## src/rtl/wdg_pkg.sv

```systemverilog
package wdg_pkg;

    typedef enum logic [2:0] {
        CAUSE_POR     = 3'd0,
        CAUSE_TIMEOUT = 3'd1,
        CAUSE_BADSVC  = 3'd2,
        CAUSE_SOFT    = 3'd3,
        CAUSE_USER    = 3'd4
    } cause_e;

    localparam logic [31:0] SVC_WORD_A = 32'hABCD1234;
    localparam logic [31:0] SVC_WORD_B = 32'h4321DCBA;

    localparam logic [3:0] OFS_SOFT = 4'h0;
    localparam logic [3:0] OFS_CFG  = 4'h4;
    localparam logic [3:0] OFS_SVCA = 4'h8;
    localparam logic [3:0] OFS_SVCB = 4'hC;

endpackage

```

## src/rtl/wdg_bus.sv

```systemverilog
module wdg_bus #(
    parameter int ADDR_W  = 4,
    parameter int DATA_W  = 32,
    parameter int DELAY_W = 5
) (
    input  logic               clk,
    input  logic               por_n,
    input  logic               bus_wr,
    input  logic               bus_rd,
    input  logic [ADDR_W-1:0]  bus_addr,
    input  logic [DATA_W-1:0]  bus_wdata,
    output logic [DATA_W-1:0]  bus_rdata,
    input  logic               cfg_en,
    input  logic [DELAY_W-1:0] cfg_delay,
    input  wdg_pkg::cause_e    cause,
    output logic               cfg_wr,
    output logic               cfg_en_wr,
    output logic [DELAY_W-1:0] cfg_delay_wr,
    output logic               soft_req,
    output logic               svca_wr,
    output logic               svca_match,
    output logic               svcb_wr,
    output logic               svcb_match
);
    import wdg_pkg::*;

    localparam int EN_BIT = DATA_W - 1;
    localparam int PAD_W  = DATA_W - DELAY_W - 1;

    typedef struct packed {
        logic [DATA_W-1:0] rdata;
    } rd_state_t;

    rd_state_t st_d, st_q;
    logic      soft_wr;

    always_comb begin
        cfg_wr       = bus_wr && (bus_addr == ADDR_W'(OFS_CFG));
        soft_wr      = bus_wr && (bus_addr == ADDR_W'(OFS_SOFT));
        svca_wr      = bus_wr && (bus_addr == ADDR_W'(OFS_SVCA));
        svcb_wr      = bus_wr && (bus_addr == ADDR_W'(OFS_SVCB));
        soft_req     = soft_wr && bus_wdata[0];
        svca_match   = (bus_wdata == DATA_W'(SVC_WORD_A));
        svcb_match   = (bus_wdata == DATA_W'(SVC_WORD_B));
        cfg_en_wr    = bus_wdata[EN_BIT];
        cfg_delay_wr = bus_wdata[DELAY_W-1:0];

        st_d = st_q;
        if (bus_rd) begin
            if (bus_addr == ADDR_W'(OFS_CFG))
                st_d.rdata = {cfg_en, {PAD_W{1'b0}}, cfg_delay};
            else if (bus_addr == ADDR_W'(OFS_SVCA))
                st_d.rdata = {{(DATA_W-3){1'b0}}, cause};
            else
                st_d.rdata = '0;
        end
    end

    always_ff @(posedge clk or negedge por_n) begin
        if (!por_n) st_q <= '0;
        else        st_q <= st_d;
    end

    assign bus_rdata = st_q.rdata;

endmodule

```

## src/rtl/wdg_seq.sv

```systemverilog
module wdg_seq (
    input  logic clk,
    input  logic por_n,
    input  logic clear,
    input  logic svca_wr,
    input  logic svca_match,
    input  logic svcb_wr,
    input  logic svcb_match,
    output logic svc_valid,
    output logic svc_bad
);
    typedef struct packed {
        logic armed;
    } seq_state_t;

    seq_state_t st_d, st_q;

    always_comb begin
        svc_valid = svcb_wr && st_q.armed && svcb_match;
        svc_bad   = (svca_wr && !svca_match) ||
                    (svcb_wr && !(st_q.armed && svcb_match));

        st_d = st_q;
        if (clear)        st_d.armed = 1'b0;
        else if (svca_wr) st_d.armed = svca_match;
        else if (svcb_wr) st_d.armed = 1'b0;
    end

    always_ff @(posedge clk or negedge por_n) begin
        if (!por_n) st_q <= '0;
        else        st_q <= st_d;
    end

endmodule

```

## src/rtl/wdg_count.sv

```systemverilog
module wdg_count #(
    parameter int DELAY_W = 5,
    parameter int CNT_W   = (1 << DELAY_W) + 1
) (
    input  logic               clk,
    input  logic               por_n,
    input  logic               clear,
    input  logic               cfg_wr,
    input  logic               cfg_en_wr,
    input  logic [DELAY_W-1:0] cfg_delay_wr,
    input  logic               svc_valid,
    output logic               cfg_en,
    output logic [DELAY_W-1:0] cfg_delay,
    output logic               run,
    output logic [CNT_W-1:0]   cnt,
    output logic               expire
);
    typedef struct packed {
        logic               en;
        logic [DELAY_W-1:0] delay;
        logic               run;
        logic [DELAY_W-1:0] act_delay;
        logic [CNT_W-1:0]   cnt;
    } cnt_state_t;

    cnt_state_t       st_d, st_q;
    logic [DELAY_W:0] shamt;
    logic [CNT_W-1:0] limit;

    always_comb begin
        shamt  = {1'b0, st_q.act_delay} + 1'b1;
        limit  = (CNT_W'(1) << shamt) - CNT_W'(1);
        expire = st_q.run && (st_q.cnt == limit);

        st_d = st_q;
        if (clear) begin
            st_d = '0;
        end else if (cfg_wr) begin
            st_d.en    = cfg_en_wr;
            st_d.delay = cfg_delay_wr;
            if (cfg_en_wr && !st_q.run) begin
                st_d.run       = 1'b1;
                st_d.cnt       = '0;
                st_d.act_delay = cfg_delay_wr;
            end else if (st_q.run) begin
                st_d.cnt = st_q.cnt + CNT_W'(1);
            end
        end else if (svc_valid && st_q.run) begin
            st_d.cnt       = '0;
            st_d.act_delay = st_q.delay;
            st_d.run       = st_q.en;
        end else if (st_q.run) begin
            st_d.cnt = st_q.cnt + CNT_W'(1);
        end
    end

    always_ff @(posedge clk or negedge por_n) begin
        if (!por_n) st_q <= '0;
        else        st_q <= st_d;
    end

    assign cfg_en    = st_q.en;
    assign cfg_delay = st_q.delay;
    assign run       = st_q.run;
    assign cnt       = st_q.cnt;

endmodule

```

## src/rtl/wdg_cause.sv

```systemverilog
module wdg_cause #(
    parameter int PULSE_LEN = 4,
    parameter int PLS_W     = $clog2(PULSE_LEN + 1)
) (
    input  logic            clk,
    input  logic            por_n,
    input  logic            expire,
    input  logic            svc_valid,
    input  logic            svc_bad,
    input  logic            soft_req,
    input  logic            usr_rst_i,
    output logic            rst_req_o,
    output wdg_pkg::cause_e cause,
    output logic            clear
);
    import wdg_pkg::*;

    typedef struct packed {
        logic [PLS_W-1:0] pcnt;
        cause_e           cause;
    } cause_state_t;

    cause_state_t st_d, st_q;
    logic idle, t_timeout, fire, usr_take;

    always_comb begin
        idle      = (st_q.pcnt == '0);
        t_timeout = expire && !svc_valid;
        fire      = idle && (t_timeout || svc_bad || soft_req);
        usr_take  = idle && !fire && usr_rst_i;
        clear     = fire || usr_take || !idle;

        st_d = st_q;
        if (fire) begin
            st_d.pcnt = PLS_W'(PULSE_LEN);
            if (t_timeout)    st_d.cause = CAUSE_TIMEOUT;
            else if (svc_bad) st_d.cause = CAUSE_BADSVC;
            else              st_d.cause = CAUSE_SOFT;
        end else begin
            if (!idle)    st_d.pcnt  = st_q.pcnt - PLS_W'(1);
            if (usr_take) st_d.cause = CAUSE_USER;
        end
    end

    always_ff @(posedge clk or negedge por_n) begin
        if (!por_n) st_q <= '{pcnt: '0, cause: CAUSE_POR};
        else        st_q <= st_d;
    end

    assign rst_req_o = !idle;
    assign cause     = st_q.cause;

endmodule

```

## src/rtl/wdg_magic_kick.sv

```systemverilog
module wdg_magic_kick #(
    parameter int ADDR_W    = 4,
    parameter int DATA_W    = 32,
    parameter int DELAY_W   = 5,
    parameter int PULSE_LEN = 4
) (
    input  logic              clk,
    input  logic              por_n,
    input  logic              bus_wr,
    input  logic              bus_rd,
    input  logic [ADDR_W-1:0] bus_addr,
    input  logic [DATA_W-1:0] bus_wdata,
    output logic [DATA_W-1:0] bus_rdata,
    input  logic              usr_rst_i,
    output logic              rst_req_o
);
    import wdg_pkg::*;

    localparam int CNT_W = (1 << DELAY_W) + 1;

    logic               cfg_wr, cfg_en_wr, soft_req;
    logic [DELAY_W-1:0] cfg_delay_wr, cfg_delay;
    logic               svca_wr, svca_match, svcb_wr, svcb_match;
    logic               svc_valid, svc_bad, clear;
    logic               cfg_en, run_w, expire_w;
    logic [CNT_W-1:0]   cnt_w;
    cause_e             cause_w;

    wdg_bus #(.ADDR_W(ADDR_W), .DATA_W(DATA_W), .DELAY_W(DELAY_W)) u_bus (
        .clk(clk), .por_n(por_n), .bus_wr(bus_wr), .bus_rd(bus_rd),
        .bus_addr(bus_addr), .bus_wdata(bus_wdata), .bus_rdata(bus_rdata),
        .cfg_en(cfg_en), .cfg_delay(cfg_delay), .cause(cause_w),
        .cfg_wr(cfg_wr), .cfg_en_wr(cfg_en_wr), .cfg_delay_wr(cfg_delay_wr),
        .soft_req(soft_req), .svca_wr(svca_wr), .svca_match(svca_match),
        .svcb_wr(svcb_wr), .svcb_match(svcb_match)
    );

    wdg_seq u_seq (
        .clk(clk), .por_n(por_n), .clear(clear),
        .svca_wr(svca_wr), .svca_match(svca_match),
        .svcb_wr(svcb_wr), .svcb_match(svcb_match),
        .svc_valid(svc_valid), .svc_bad(svc_bad)
    );

    wdg_count #(.DELAY_W(DELAY_W), .CNT_W(CNT_W)) u_cnt (
        .clk(clk), .por_n(por_n), .clear(clear),
        .cfg_wr(cfg_wr), .cfg_en_wr(cfg_en_wr), .cfg_delay_wr(cfg_delay_wr),
        .svc_valid(svc_valid), .cfg_en(cfg_en), .cfg_delay(cfg_delay),
        .run(run_w), .cnt(cnt_w), .expire(expire_w)
    );

    wdg_cause #(.PULSE_LEN(PULSE_LEN)) u_cause (
        .clk(clk), .por_n(por_n), .expire(expire_w), .svc_valid(svc_valid),
        .svc_bad(svc_bad), .soft_req(soft_req), .usr_rst_i(usr_rst_i),
        .rst_req_o(rst_req_o), .cause(cause_w), .clear(clear)
    );

endmodule

```

## config.mk

```make
export PLATFORM = sky130hd
export DESIGN_NAME = wdg_magic_kick
export DESIGN_NICKNAME = d
export VERILOG_FILES = /design/src/rtl/wdg_pkg.sv /design/src/rtl/wdg_bus.sv /design/src/rtl/wdg_seq.sv /design/src/rtl/wdg_count.sv /design/src/rtl/wdg_cause.sv /design/src/rtl/wdg_magic_kick.sv
export SDC_FILE = /design/constraint.sdc
export NUM_CORES = 1
export LEC_CHECK = 0
export ABC_AREA = 1
export CORE_ASPECT_RATIO = 2
export CORE_UTILIZATION = 40
export CTS_CLUSTER_DIAMETER = 60
export CTS_CLUSTER_SIZE = 14
export DETAILED_ROUTE_END_ITERATION = 8
export DONT_BUFFER_PORTS = 1
export GPL_TIMING_DRIVEN = 0
export PLACE_DENSITY = 0.65
export SYNTH_ARGS = -nofsm -noshare
export SYNTH_HDL_FRONTEND = slang
export SYNTH_SLANG_ARGS = --single-unit
```

## constraint.sdc

```tcl
create_clock -name clk -period 6.87 [get_ports clk]
set_input_delay 1.374 -clock clk [delete_from_list [all_inputs] [get_ports clk]]
set_output_delay 1.374 -clock clk [all_outputs]
set_load 0.01 [all_outputs]
```

After elaboration in Yosys (flattened, before gate mapping):

Index checks and enable logic that the tools add are counted.

* register bits after elaboration: 84
* input port bits: 41
* output and inout port bits: 33

* equal/unequal tests: 8
* shift-type cells: 1
* reduce and logical (&&, ||, !) cells: 35
* add/subtract/negate cells: 4
* multiplexer cells: 18

Operators by type and width (number)
* $mux W33: 3
* $mux W45: 1
* $mux W39: 1
* $add A33 B1 Y33 const B: 1
* $eq A33 B33 Y1: 1
* $shl A1 B6 Y33 const A: 1
* $sub A33 B2 Y33 const B: 1
* $eq A32 B31 Y1 const B: 1
* $eq A32 B32 Y1 const B: 1
* $mux W32: 1
* $mux W6: 4
* $logic_and A1 B1 Y1: 17
* $mux W3: 4
* $eq A4 B4 Y1 const B: 2
* $add A5 B1 Y6 const B: 1
* $logic_not A1 Y1: 6
* $reduce_bool A3 Y1: 2
* $logic_or A1 B1 Y1: 5
* $eq A4 B3 Y1 const B: 1
* $logic_not A4 Y1: 1
* $mux W1: 4
* $reduce_bool A2 Y1: 2
* $logic_not A3 Y1: 1
* $ne A3 B1 Y1 const B: 1
* other kinds (3): 3

Logic depth before layout (Yosys ltp):

Gate-level depths: netlist of the first run.

* word-level depth: 16
* depth in mapped cells: 22
* gate-level depth less buffers: 20

By module:

From an unflattened synthesis of the first run, not the netlist that was laid out.

* cell total of the unflattened synthesis: 798
* area, all modules: 5251.3 um^2

Modules (own cells, without submodules)
* wdg_count: seq. area each 1126.1 um^2, area an instance 3968.8 um^2, cells an instance 598, times used 1
* wdg_bus: seq. area each 150.1 um^2, area an instance 842.1 um^2, cells an instance 148, times used 1
* wdg_cause: seq. area each 150.1 um^2, area an instance 370.4 um^2, cells an instance 40, times used 1
* wdg_seq: seq. area each 25.0 um^2, area an instance 70.1 um^2, cells an instance 12, times used 1

Least setup slack after synthesis of the first run:

OpenSTA, ideal clock, no wires.

* path kind: input-to-reg
* start: in bus_addr[1]
* end: reg u_cnt.st_q, in the netlist u_cnt.cnt[21]
* stages on the path: 16
* arrival time: 2983 ps
* buffers on the path: 1
* setup slack: 3819 ps
* setup time: 68 ps
* path through: nor2_1 > inv_1 > nor4_1 > nand3_1 > nand2_1 > nor2_1 > nand2_1 > nor2_1 > nand4_1 > nor2_2 > nand4_4 > nand3_4 > nor2_8 > nand2_8 > buf_12 > nor2_4

RTL lines
* start: declaration: line wdg_magic_kick.sv:11 `input logic [ADDR_W-1:0] bus_addr,`
* end signal: assignment: line wdg_count.sv:59 `else st_q <= st_d;`
* end: declaration: line wdg_count.sv:26 `cnt_state_t st_d, st_q;`

==> reports/metrics.cfg, run 1 <==
[outcome]
outcome=complete, but fails checks
violations=DRC

[clocking]
cts_setup_buffers=0
cts.sinks=58
cts.repair.resized=0
cts_max_level=3
clock_latency_ns=0.33
root_buffer=clkbuf_16
clockBufferDepth=2
cts_tree=built
clk_pin_slew_ns=0.06
numCtsBuffers=9
cts-hold-fix-buffers=0

[logic_synthesis]
synth.distinct_cells=45
synth.top_cell.area_share_pct=26.66
yosysSeqAreaShare_pct=26.66
synth_common_cells=nand2_1 (172), inv_1 (106), nor2_1 (91)
synth_area_um2=5444
synth_flop_cell=dfrtp_1
synth-async-reset-ratio_pct=100.0
synth_edf_count=0
yosysMostFrequentCell=nand2_1
ys.warnings.count=0
ys_seq_elements=58
synthCells=790
yosysTopAreaCell=dfrtp_1
synth_area_leaders=dfrtp_1 (27%), nand2_1 (12%), inv_1 (7.3%), xor2_1 (7.1%), nor2_1 (6.3%)
avgSynthCellArea_um2=6.891

[power_and_ir_drop]
power_frac_seq_pct=37.5
power_w=0.0009906
ir_worst_vdd_v=0.0001939
leakagePower_nw=2.721
cellPowerDensity_nw_per_um2=163.7
clkPwrFrac_pct=48.1
p_int_w=0.0007283
switchingPower_w=0.0002623
switching_share_pct=26.48
power_frac_comb_pct=14.4

[critical_path]
worstPathCellList=nor2_1, inv_1, nor4_1, nand3_1, nand2_1, nor2_1, nand2_1, nor2_1, nand4_1, nor2_2, nand4_4, nand3_4, nor2_8, nand2_8, buf_6, nor2_2
timing.rr.end=u_cnt.cnt[11]
startpoint=bus_addr[1]
slowest_delay_ns=0.60
path_common_cell=nor2_1
r2r_setup_slack_ns=3.66
cp_data_arrival_time_ns=3.78
cpMaxStageDelayCell=nor4_1
start_kind=input pin
cpLargestDelayFamily=simple AND/OR/NAND/NOR gates
end_kind=flip-flop
crit_buf_inv=2
reg2regPathDepth=16
path_class=in2reg
critPathMaxFanout=10
timing.rr.start=u_cnt.st_q[36]
crit_path_end=u_cnt.cnt[27]
cp.depth=16
critPathRequiredTime_ns=7.13

[drt]
ant_nets=0
first_pass_iters=6
drc=6
vias=4984
wl_per_cell_um=15.88
drt-initial-drc-count=178
totalWireLength_um=15660
routed_via_density=5.055

[job]
cap_violations=0

[cells_and_area]
fin_area_um2=6051
diodes=0
fin_nets=871
drive_gt1_share_pct=16.25
area_delta_synth_final_pct=11.15

[sta]
fin_skew_ns=0.008407
tightest_slew_ns=0.8467
final_max_slew_viol_count=0
fin_crit_sh_pct=51.25
hold_ws_ns=0.4790
rsz0062_at_grt=false
setup_viol=0
period_minus_slack_ns=3.521
max_freq_mhz=284.0
hold_viol=0
relSlewSlack_pct=43.03
fin_setup_tns_ns=0

[placed_design]
dp_hpwl_um=13040
dpl_cell_area_um2=5732
portBuffers=0
place_congestion=0.9790

[floorplanning]
core_area_um2=13360
die_x_um=84.49
start_util_pct=40.74
rows=60
die_area_um2=14110
die_h_um=167.0
ios=74

[global_routing]
grt_pass1_wl_um=25260
grt_overflow=0
grt_pass1_vias=5170
grtUsageTotal_pct=23.59
grt_max_degree=59
antenna_found_initial=0

[min_path]
worstHoldPathType=reg2reg

[kinds of logic after synthesis]
group / Yosys count / synth area share [%]
AOI/OAI and AO/OA: 34 / 3.471
xor gates and xnor gates: 55 / 8.849
adders and majority gates: 4 / 0.9194
buffers and inverters: 158 / 14.23
DFF: 58 / 26.66
muxes: 1 / 0.1839
other: 2 / 0.1380
and+or+nand+nor: 478 / 45.55
[power groups by stage]
stage	logic [W]	registers, W	clock network, W
4_1_cts	0.000144	0.000372	0.000482
3_3_place_gp	0.000141	0.000377	0
3_5_place_dp	0.000144	0.000377	0
5_1_grt	0.000158	0.000373	0.000496
6_report	0.000142	0.000371	0.000477
2_1_floorplan	0.000122	0.000374	0
[area by class of cell]
type	instances	area [um^2]
fillers	1437	7312
multi-input cells	599	3312
plain buffers	44	346.6
clock buffers	9	225.2
inverters	114	427.9
clock inverters	7	93.84
well taps	155	193.9
flip-flops and latches	58	1451
[cells in the final DEF (no fill, tap or decap), types with 5 or more instances in the layout]
cell / count
nand2_1: 172
inv_1: 106
nor2_1: 91
nand3_1: 65
dfrtp_1: 58
xor2_1: 44
buf_4: 33
nand4_1: 31
conb_1: 27
nor2_4: 26
nor3_1: 23
nor2_2: 19
o21ai_0: 16
nor4_1: 14
nand2_2: 14
xnor2_1: 11
clkbuf_16: 9
inv_2: 6
a21oi_1: 5
o21ai_1: 5
[how the worst min path moves through the flow]
stage                     start               end  slack [ns]  depth (start not counted)
2_1_floorplan  u_cause.cause[2]  u_cause.cause[2]        0.44                          2
6_report       u_cause.cause[2]  u_cause.cause[2]        0.48                          2
4_1_cts        u_cause.cause[2]  u_cause.cause[2]        0.48                          2
5_1_grt         u_cause.st_q[3]   u_cause.st_q[3]        0.50                          1
3_3_place_gp   u_cause.cause[2]  u_cause.cause[2]        0.46                          2
3_5_place_dp   u_cause.cause[2]  u_cause.cause[2]        0.46                          2
[state kept, by name, summed over array words and instances (netlist names)]
signal	cells
u_seq.st_q	1
u_cause.st_q	3
u_cnt.cfg_en	1
u_bus.bus_rdata	6
u_cnt.run	1
u_cause.cause	3
u_cnt.cnt	33
u_cnt.cfg_delay	5
u_cnt.st_q	5
[worst reg2reg max path: stages, from the launching register on]
cell     delay [ns]
dfrtp_1        0.46
inv_2          0.05
buf_4          0.17
nand4_1        0.19
ha_1           0.23
nand3_1        0.15
nor2_2         0.41
o21ai_0        0.14
nor2_1         0.12
nand4_1        0.21
nor2_2         0.21
nand4_4        0.17
nand3_4        0.15
nor2_8         0.07
nand2_8        0.11
buf_12         0.19
nor2_4         0.05
[through the flow]
step	instances	setup slack [ns]	util, %
6_report	986	3.349	45.28
3_3_place_gp	970	2.982	42.89
3_5_place_dp	970	2.974	42.89
5_1_grt	986	3.123	45.28
2_1_floorplan	815	3.819	-
4_1_cts	986	3.300	45.28
[routing by layer]
| layer | up-vias | wire, um | global-route usage (%) |
|---|---|---|---|
| met4 | 0 | 1355 | 19.97 |
| met3 | 65 | 469 | 2.230 |
| met5 | - | 0 | 0 |
| met1 | 2236 | 5004 | 20.37 |
| met2 | 154 | 8826 | 46.52 |
| li1 | 2529 | - | - |
Note: power is estimated with default switching activity, not from simulation.
==> run 2, diff against run 1 <==
--- a/config.mk
+++ b/config.mk
@@ -13,7 +13,7 @@
 export DETAILED_ROUTE_END_ITERATION = 8
 export DONT_BUFFER_PORTS = 1
 export GPL_TIMING_DRIVEN = 0
-export PLACE_DENSITY = 0.65
+export PLACE_DENSITY = 0.67
 export SYNTH_ARGS = -nofsm -noshare
 export SYNTH_HDL_FRONTEND = slang
 export SYNTH_SLANG_ARGS = --single-unit
==> constraint.sdc (replaced) <==
create_clock -name clk -period 2.9 [get_ports clk]
set_input_delay 0.58 -clock clk [delete_from_list [all_inputs] [get_ports clk]]
set_output_delay 0.58 -clock clk [all_outputs]
set_load 0.01 [all_outputs]
==> run 2 against run 1 <==
Against the previous run: the flow finishes with violations (DRC, setup timing); combinational power rose to 3.3 times the previous value; sequential power rose by 140%; clock skew up 0.0048 ns; clock-buffer cell count is the same; final cell count is 2.7% higher; utilization increased by 3.4 points; setup slack lost 3.4 ns; via count rose by 4.3%; critical path depth rose by 3; global-route usage up 0.92 points; sequential share of layout area decreased by 1.6 points; largest cell class unchanged; highest routed layer unchanged.
==> reports/metrics.cfg, run 2 (synthesis gave the netlist of run 1 again) <==
[clocking]
cts_tree=built
cts_max_level=3
clockBufferDepth=2
root_buffer=clkbuf_16
cts.sinks=58
clk_pin_slew_ns=0.06
clock_latency_ns=0.33
numCtsBuffers=9

[power_and_ir_drop]
ir_worst_vdd_v=0.0005184
cellPowerDensity_nw_per_um2=366.3
power_w=0.002381
leakagePower_nw=2.931

[floorplanning]
die_h_um=167.0
die_area_um2=14110
ios=74
die_x_um=84.49
rows=60
core_area_um2=13360
start_util_pct=40.74

[drt]
drc=10
wl_per_cell_um=15.92
ant_nets=0
vias=5196
totalWireLength_um=16130
drt-initial-drc-count=245
first_pass_iters=6
routed_via_density=5.129

[critical_path]
critPathRequiredTime_ns=3.11
path_class=reg2reg
end_kind=flip-flop
critPathMaxFanout=9
cp_data_arrival_time_ns=3.12
start_kind=flip-flop

[sta]
setup_viol=5
hold_ws_ns=0.1037
max_freq_mhz=343.3
hold_viol=0
fin_skew_ns=0.01317
rsz0062_at_grt=true
relSlewSlack_pct=41.59
period_minus_slack_ns=2.913
tightest_slew_ns=0.8681
final.setup.worst_slack_ns=-0.01302
fin_crit_sh_pct=100.4
final_max_slew_viol_count=0

[global_routing]
grtUsageTotal_pct=24.51
grt_max_degree=59
grt_pass1_vias=5298
antenna_found_initial=0
grt_overflow=0
grt_pass1_wl_um=26060

[cells_and_area]
drive_gt1_share_pct=21.79
fin_nets=898
final_cell_mix=nand2_1 (170), inv_1 (104), nor2_1 (83), nand3_1 (60), dfrtp_1 (56)
final_common_cell=nand2_1
largest_register_ffs=33
diodes=0
fin_area_um2=6500
area_delta_synth_final_pct=19.40

[placed_design]
dp_hpwl_um=13000
place_congestion=0.9885
portBuffers=0
dpl_cell_area_um2=5732
dp_slack_ns=-0.3302

[job]
cap_violations=0

[min_path]
worstHoldPathType=in2async

[outcome]
outcome=complete, but fails checks
violations=DRC, setup timing

==> run 2: cell count changes in the layout (fill, tap and decap cells not counted), moves of 4 or more <==
| cell | change |
|---|---|
| nand3_1 | -5 |
| buf_4 | +18 |
| nor2_4 | +6 |
| nor2_1 | -8 |
| nand3_2 | +4 |
| buf_12 | +4 |
==> run 2: routing by layer <==
metal,global-route usage (%),vias to the layer above,part of all wire (%)
met4,22.62,0,10
met3,2.775,88,3.7
met2,47.26,185,56
met5,0,-,0
met1,21.02,2339,30
li1,-,2584,-
==> run 2: area by class of cell <==
cell class                 count  area (um^2)
fill                        1363         6863
tap                          155        193.9
inverter                     114        434.2
buffer                        43        374.1
multi-input combinational    600         3448
sequential                    58         1454
clock inverter                 7        70.07
timing repair buffer          27        300.3
clock buffer                   9        225.2
==> run 2: worst paths after layout <==
kind | start | to | slack [ns] | cells past startpoint
max in group asynchronous | por_n | u_cnt.st_q[35] | 2.51 | 1
max reg2reg | u_cnt.st_q[34] | u_cnt.cnt[9] | -0.01 | 19
min reg2reg | u_cause.cause[2] | u_cause.cause[2] | 0.47 | 2
min | por_n | u_cnt.cnt[31] | 0.10 | 1
max | u_cnt.st_q[34] | u_cnt.cnt[9] | -0.01 | 19
min in group clk | bus_wdata[31] | u_cnt.cfg_en | 0.41 | 2
==> run 2: through the flow <==
| stage | setup TNS, ns | std cells | util (%) |
|---|---|---|---|
| after floorplan | 0 | 815 | - |
| after global placement | -12.88 | 970 | 42.89 |
| after detailed placement | -13.82 | 970 | 42.89 |
| after CTS | -1.743 | 1008 | 47.71 |
| after global routing | -6.224 | 1013 | 48.64 |
| final | -0.04259 | 1013 | 48.64 |
==> run 2: timing repair <==
| action | CTS | global route |
|---|---|---|
| hold buffers | 1 | 0 |
| gates resized for setup | 23 | 23 |
| endpoints found under the setup margin | 50 | 52 |
| hold endpoints to repair | 58 | 0 |
| pin swaps | 10 | 7 |
| gates cloned | 2 | 1 |
| buffers inserted | 19 | 5 |
==> run 2: critical path, stage by stage (launching register included) <==
cell and delay (ns):
dfrtp_1 0.37, buf_6 0.15, inv_4 0.10, nand3_2 0.09, nor2_2 0.20, nand2_1 0.17, nand2_2 0.14, nor2_8 0.06
nand2_1 0.12, nor2_1 0.06, nor3_1 0.19, nand4_1 0.25, nor2_4 0.18, nand4_4 0.12, nand3_4 0.12, nor2_8 0.06
nand2_8 0.09, buf_12 0.14, buf_12 0.14, nor2_4 0.03
==> run 2: power by group <==
part           switching (W)  total (W)  internal, W  leakage [nW]
clock network       0.000376    0.00104     0.000661         0.145
registers          0.0000253   0.000879     0.000853         0.791
logic               0.000258   0.000465     0.000207          2.00
total               0.000659    0.00238      0.00172          2.93
==> run 3, diff against run 2 <==
--- a/config.mk
+++ b/config.mk
@@ -6,14 +6,16 @@
 export NUM_CORES = 1
 export LEC_CHECK = 0
 export ABC_AREA = 1
+export CELL_PAD_IN_SITES_DETAIL_PLACEMENT = 1
+export CELL_PAD_IN_SITES_GLOBAL_PLACEMENT = 2
 export CORE_ASPECT_RATIO = 2
-export CORE_UTILIZATION = 40
+export CORE_UTILIZATION = 33
 export CTS_CLUSTER_DIAMETER = 60
 export CTS_CLUSTER_SIZE = 14
 export DETAILED_ROUTE_END_ITERATION = 8
 export DONT_BUFFER_PORTS = 1
 export GPL_TIMING_DRIVEN = 0
-export PLACE_DENSITY = 0.67
+export PLACE_DENSITY = 0.89
 export SYNTH_ARGS = -nofsm -noshare
 export SYNTH_HDL_FRONTEND = slang
 export SYNTH_SLANG_ARGS = --single-unit
==> run 3 against run 2 <==
Against the previous run: largest cell class unchanged; via count increased by 5.1%; global-route usage decreased by 1.5 points; critical path depth unchanged; non-clock buffer count increased by 11; combinational power decreased by 6.9%; fmax decreased by 2.3%; sequential cell count unchanged; register-to-register slack got worse by 0.07 ns; final cell count increased by 6.0%; sequential power about the same; sequential share of layout area decreased by 0.64 points; the run ends with setup timing left; clock skew decreased by 0.0063 ns; critical endpoint is now u_cnt.cnt[4].
==> reports/metrics.cfg, run 3 (synthesis gave the netlist of run 1 again) <==
[outcome]
outcome=complete, but fails checks
violations=setup timing

[global_routing]
antenna_found_initial=0
grt_max_degree=59
grt_overflow=0
grtUsageTotal_pct=22.98
grt_pass1_vias=5802
grt_pass1_wl_um=29180

[critical_path]
cpMaxStageDelayCell=dfrtp_2
crit_path_end=u_cnt.cnt[4]
timing.rr.start=u_cnt.st_q[36]
worstPathCellList=inv_2, buf_6, buf_4, nand4_2, nand3_4, nor2_4, nand2_1, o21ai_1, nand2_1, nor2_1, nand2_1, nor2_1, nand4_4, nand3_4, nor2_8, nand2_8, buf_12, buf_12, nor2_4
critPathRequiredTime_ns=3.11
slowest_delay_ns=0.40
path_class=reg2reg
start_kind=flip-flop
startpoint=u_cnt.st_q[36]
timing.rr.end=u_cnt.cnt[4]
critPathMaxFanout=5
reg2regPathDepth=19
cp_data_arrival_time_ns=3.19
end_kind=flip-flop
r2r_setup_slack_ns=-0.08
path_common_cell=nand2_1

[sta]
rsz0062_at_grt=true
fin_crit_sh_pct=102.8
max_freq_mhz=335.4
hold_ws_ns=0.1034
fin_skew_ns=0.006867
tightest_slew_ns=0.8802
fin_setup_tns_ns=-0.5863
setup_viol=18
final.setup.worst_slack_ns=-0.08163
period_minus_slack_ns=2.982
hold_viol=0
relSlewSlack_pct=40.49
final_max_slew_viol_count=0

[floorplanning]
rows=66
die_area_um2=17050
start_util_pct=33.63
core_area_um2=16190
die_h_um=183.6
ios=74
die_x_um=92.82

[clocking]
root_buffer=clkbuf_16
clockBufferDepth=2
clk_pin_slew_ns=0.06
cts.sinks=58
numCtsBuffers=9
clock_latency_ns=0.33
cts_max_level=3
cts_tree=built

[cells_and_area]
largest_register_ffs=33
layout.cells.non_filler=1074
seqCellArea_um2=1454
fin_area_um2=6690
fin_nets=910
diodes=0
num-fill-cells=2134
final_common_cell=nand2_1
drive_gt1_share_pct=24.37
multiInputGateArea_um2=3542
final_cell_mix=nand2_1 (163), inv_1 (104), nor2_1 (78), buf_4 (61), nand3_1 (60)
area_delta_synth_final_pct=22.89

[power_and_ir_drop]
cellPowerDensity_nw_per_um2=360.0
leakagePower_nw=2.955
ir_worst_vdd_v=0.0003671

[job]
cap_violations=0

[drt]
wl_per_cell_um=17.99
drt-initial-drc-count=134
ant_nets=0
vias=5461
first_pass_iters=4
totalWireLength_um=19320
drc=0
routed_via_density=5.085

[placed_design]
dp_hpwl_um=15120
portBuffers=0
place_congestion=0.8960
dp_slack_ns=-0.4864
dpl.cell_count=1019
dpl_cell_area_um2=5793

[min_path]
worstHoldPathType=in2async

run 3: changes by cell type in the layout (fill, tap and decap cells not counted), sizes merged:
| cell | delta |
|---|---|
| nor2 | +1 |
| clkinvlp | +1 |
| clkbuf | +3 |
| clkinv | -4 |
| buf | +11 |
run 3: worst min-delay path by stage:
stage,startpoint,end,slack [ns],depth (start not counted)
floorplan,por_n,u_bus.bus_rdata[0],0.28,0
global placement,por_n,u_cnt.cnt[32],0.29,0
detailed placement,por_n,u_cnt.cnt[32],0.29,0
CTS,por_n,u_cnt.cnt[32],0.13,1
global route,por_n,u_cnt.cnt[32],0.13,1
finish,por_n,u_cnt.cnt[32],0.10,1
run 3: where the power goes:
| part | internal, W | switching [W] | total [W] |
|---|---|---|---|
| Combinational | 0.000176 | 0.000257 | 0.000433 |
| Sequential | 0.000853 | 0.0000248 | 0.000878 |
| Clock | 0.000710 | 0.000387 | 0.00110 |
| Total | 0.00174 | 0.000669 | 0.00241 |
run 3: repair_timing:
action / CTS / global route
hold buffers: 1 / 0
endpoints found under the setup margin: 52 / 52
hold endpoints to repair: 58 / 0
buffers inserted: 24 / 13
gates resized for setup: 32 / 39
cloned: 2 / 3
pin swaps: 10 / 28
run 3: final cells by class:
type / count / share of cell area, %
flip-flops and latches: 58 / 21.73
repair buffers: 39 / 5.180
clock inverters: 4 / 0.7481
well taps: 204 / 3.815
plain buffers: 42 / 5.218
multi-input cells: 601 / 52.95
clock buffers: 12 / 3.834
inverters: 114 / 6.527
run 3: per-stage QoR:
step / total power, W / utilization [%]
2_1_floorplan: 0.001175 / -
3_3_place_gp: 0.001232 / 35.79
3_5_place_dp: 0.001238 / 35.79
4_1_cts: 0.002442 / 40.19
5_1_grt: 0.002509 / 41.33
6_report: 0.002409 / 41.33
run 3: worst max-delay path: cells and delay by family, from the launching register on:
| kind | cells | cell delay, ns |
|---|---|---|
| flip-flops | 1 | 0.40 |
| AND/OR/NAND/NOR | 13 | 1.72 |
| AO/OA/AOI/OAI | 1 | 0.16 |
| buffers and inverters | 5 | 0.57 |
run 3: routing by layer:
layer	up-vias	GRT usage, %	wire [um]
met1	2627	18.47	5878
met4	0	20.74	1819
met3	77	2.275	456
li1	2608	-	-
met2	149	46.15	11170
met5	-	0	0
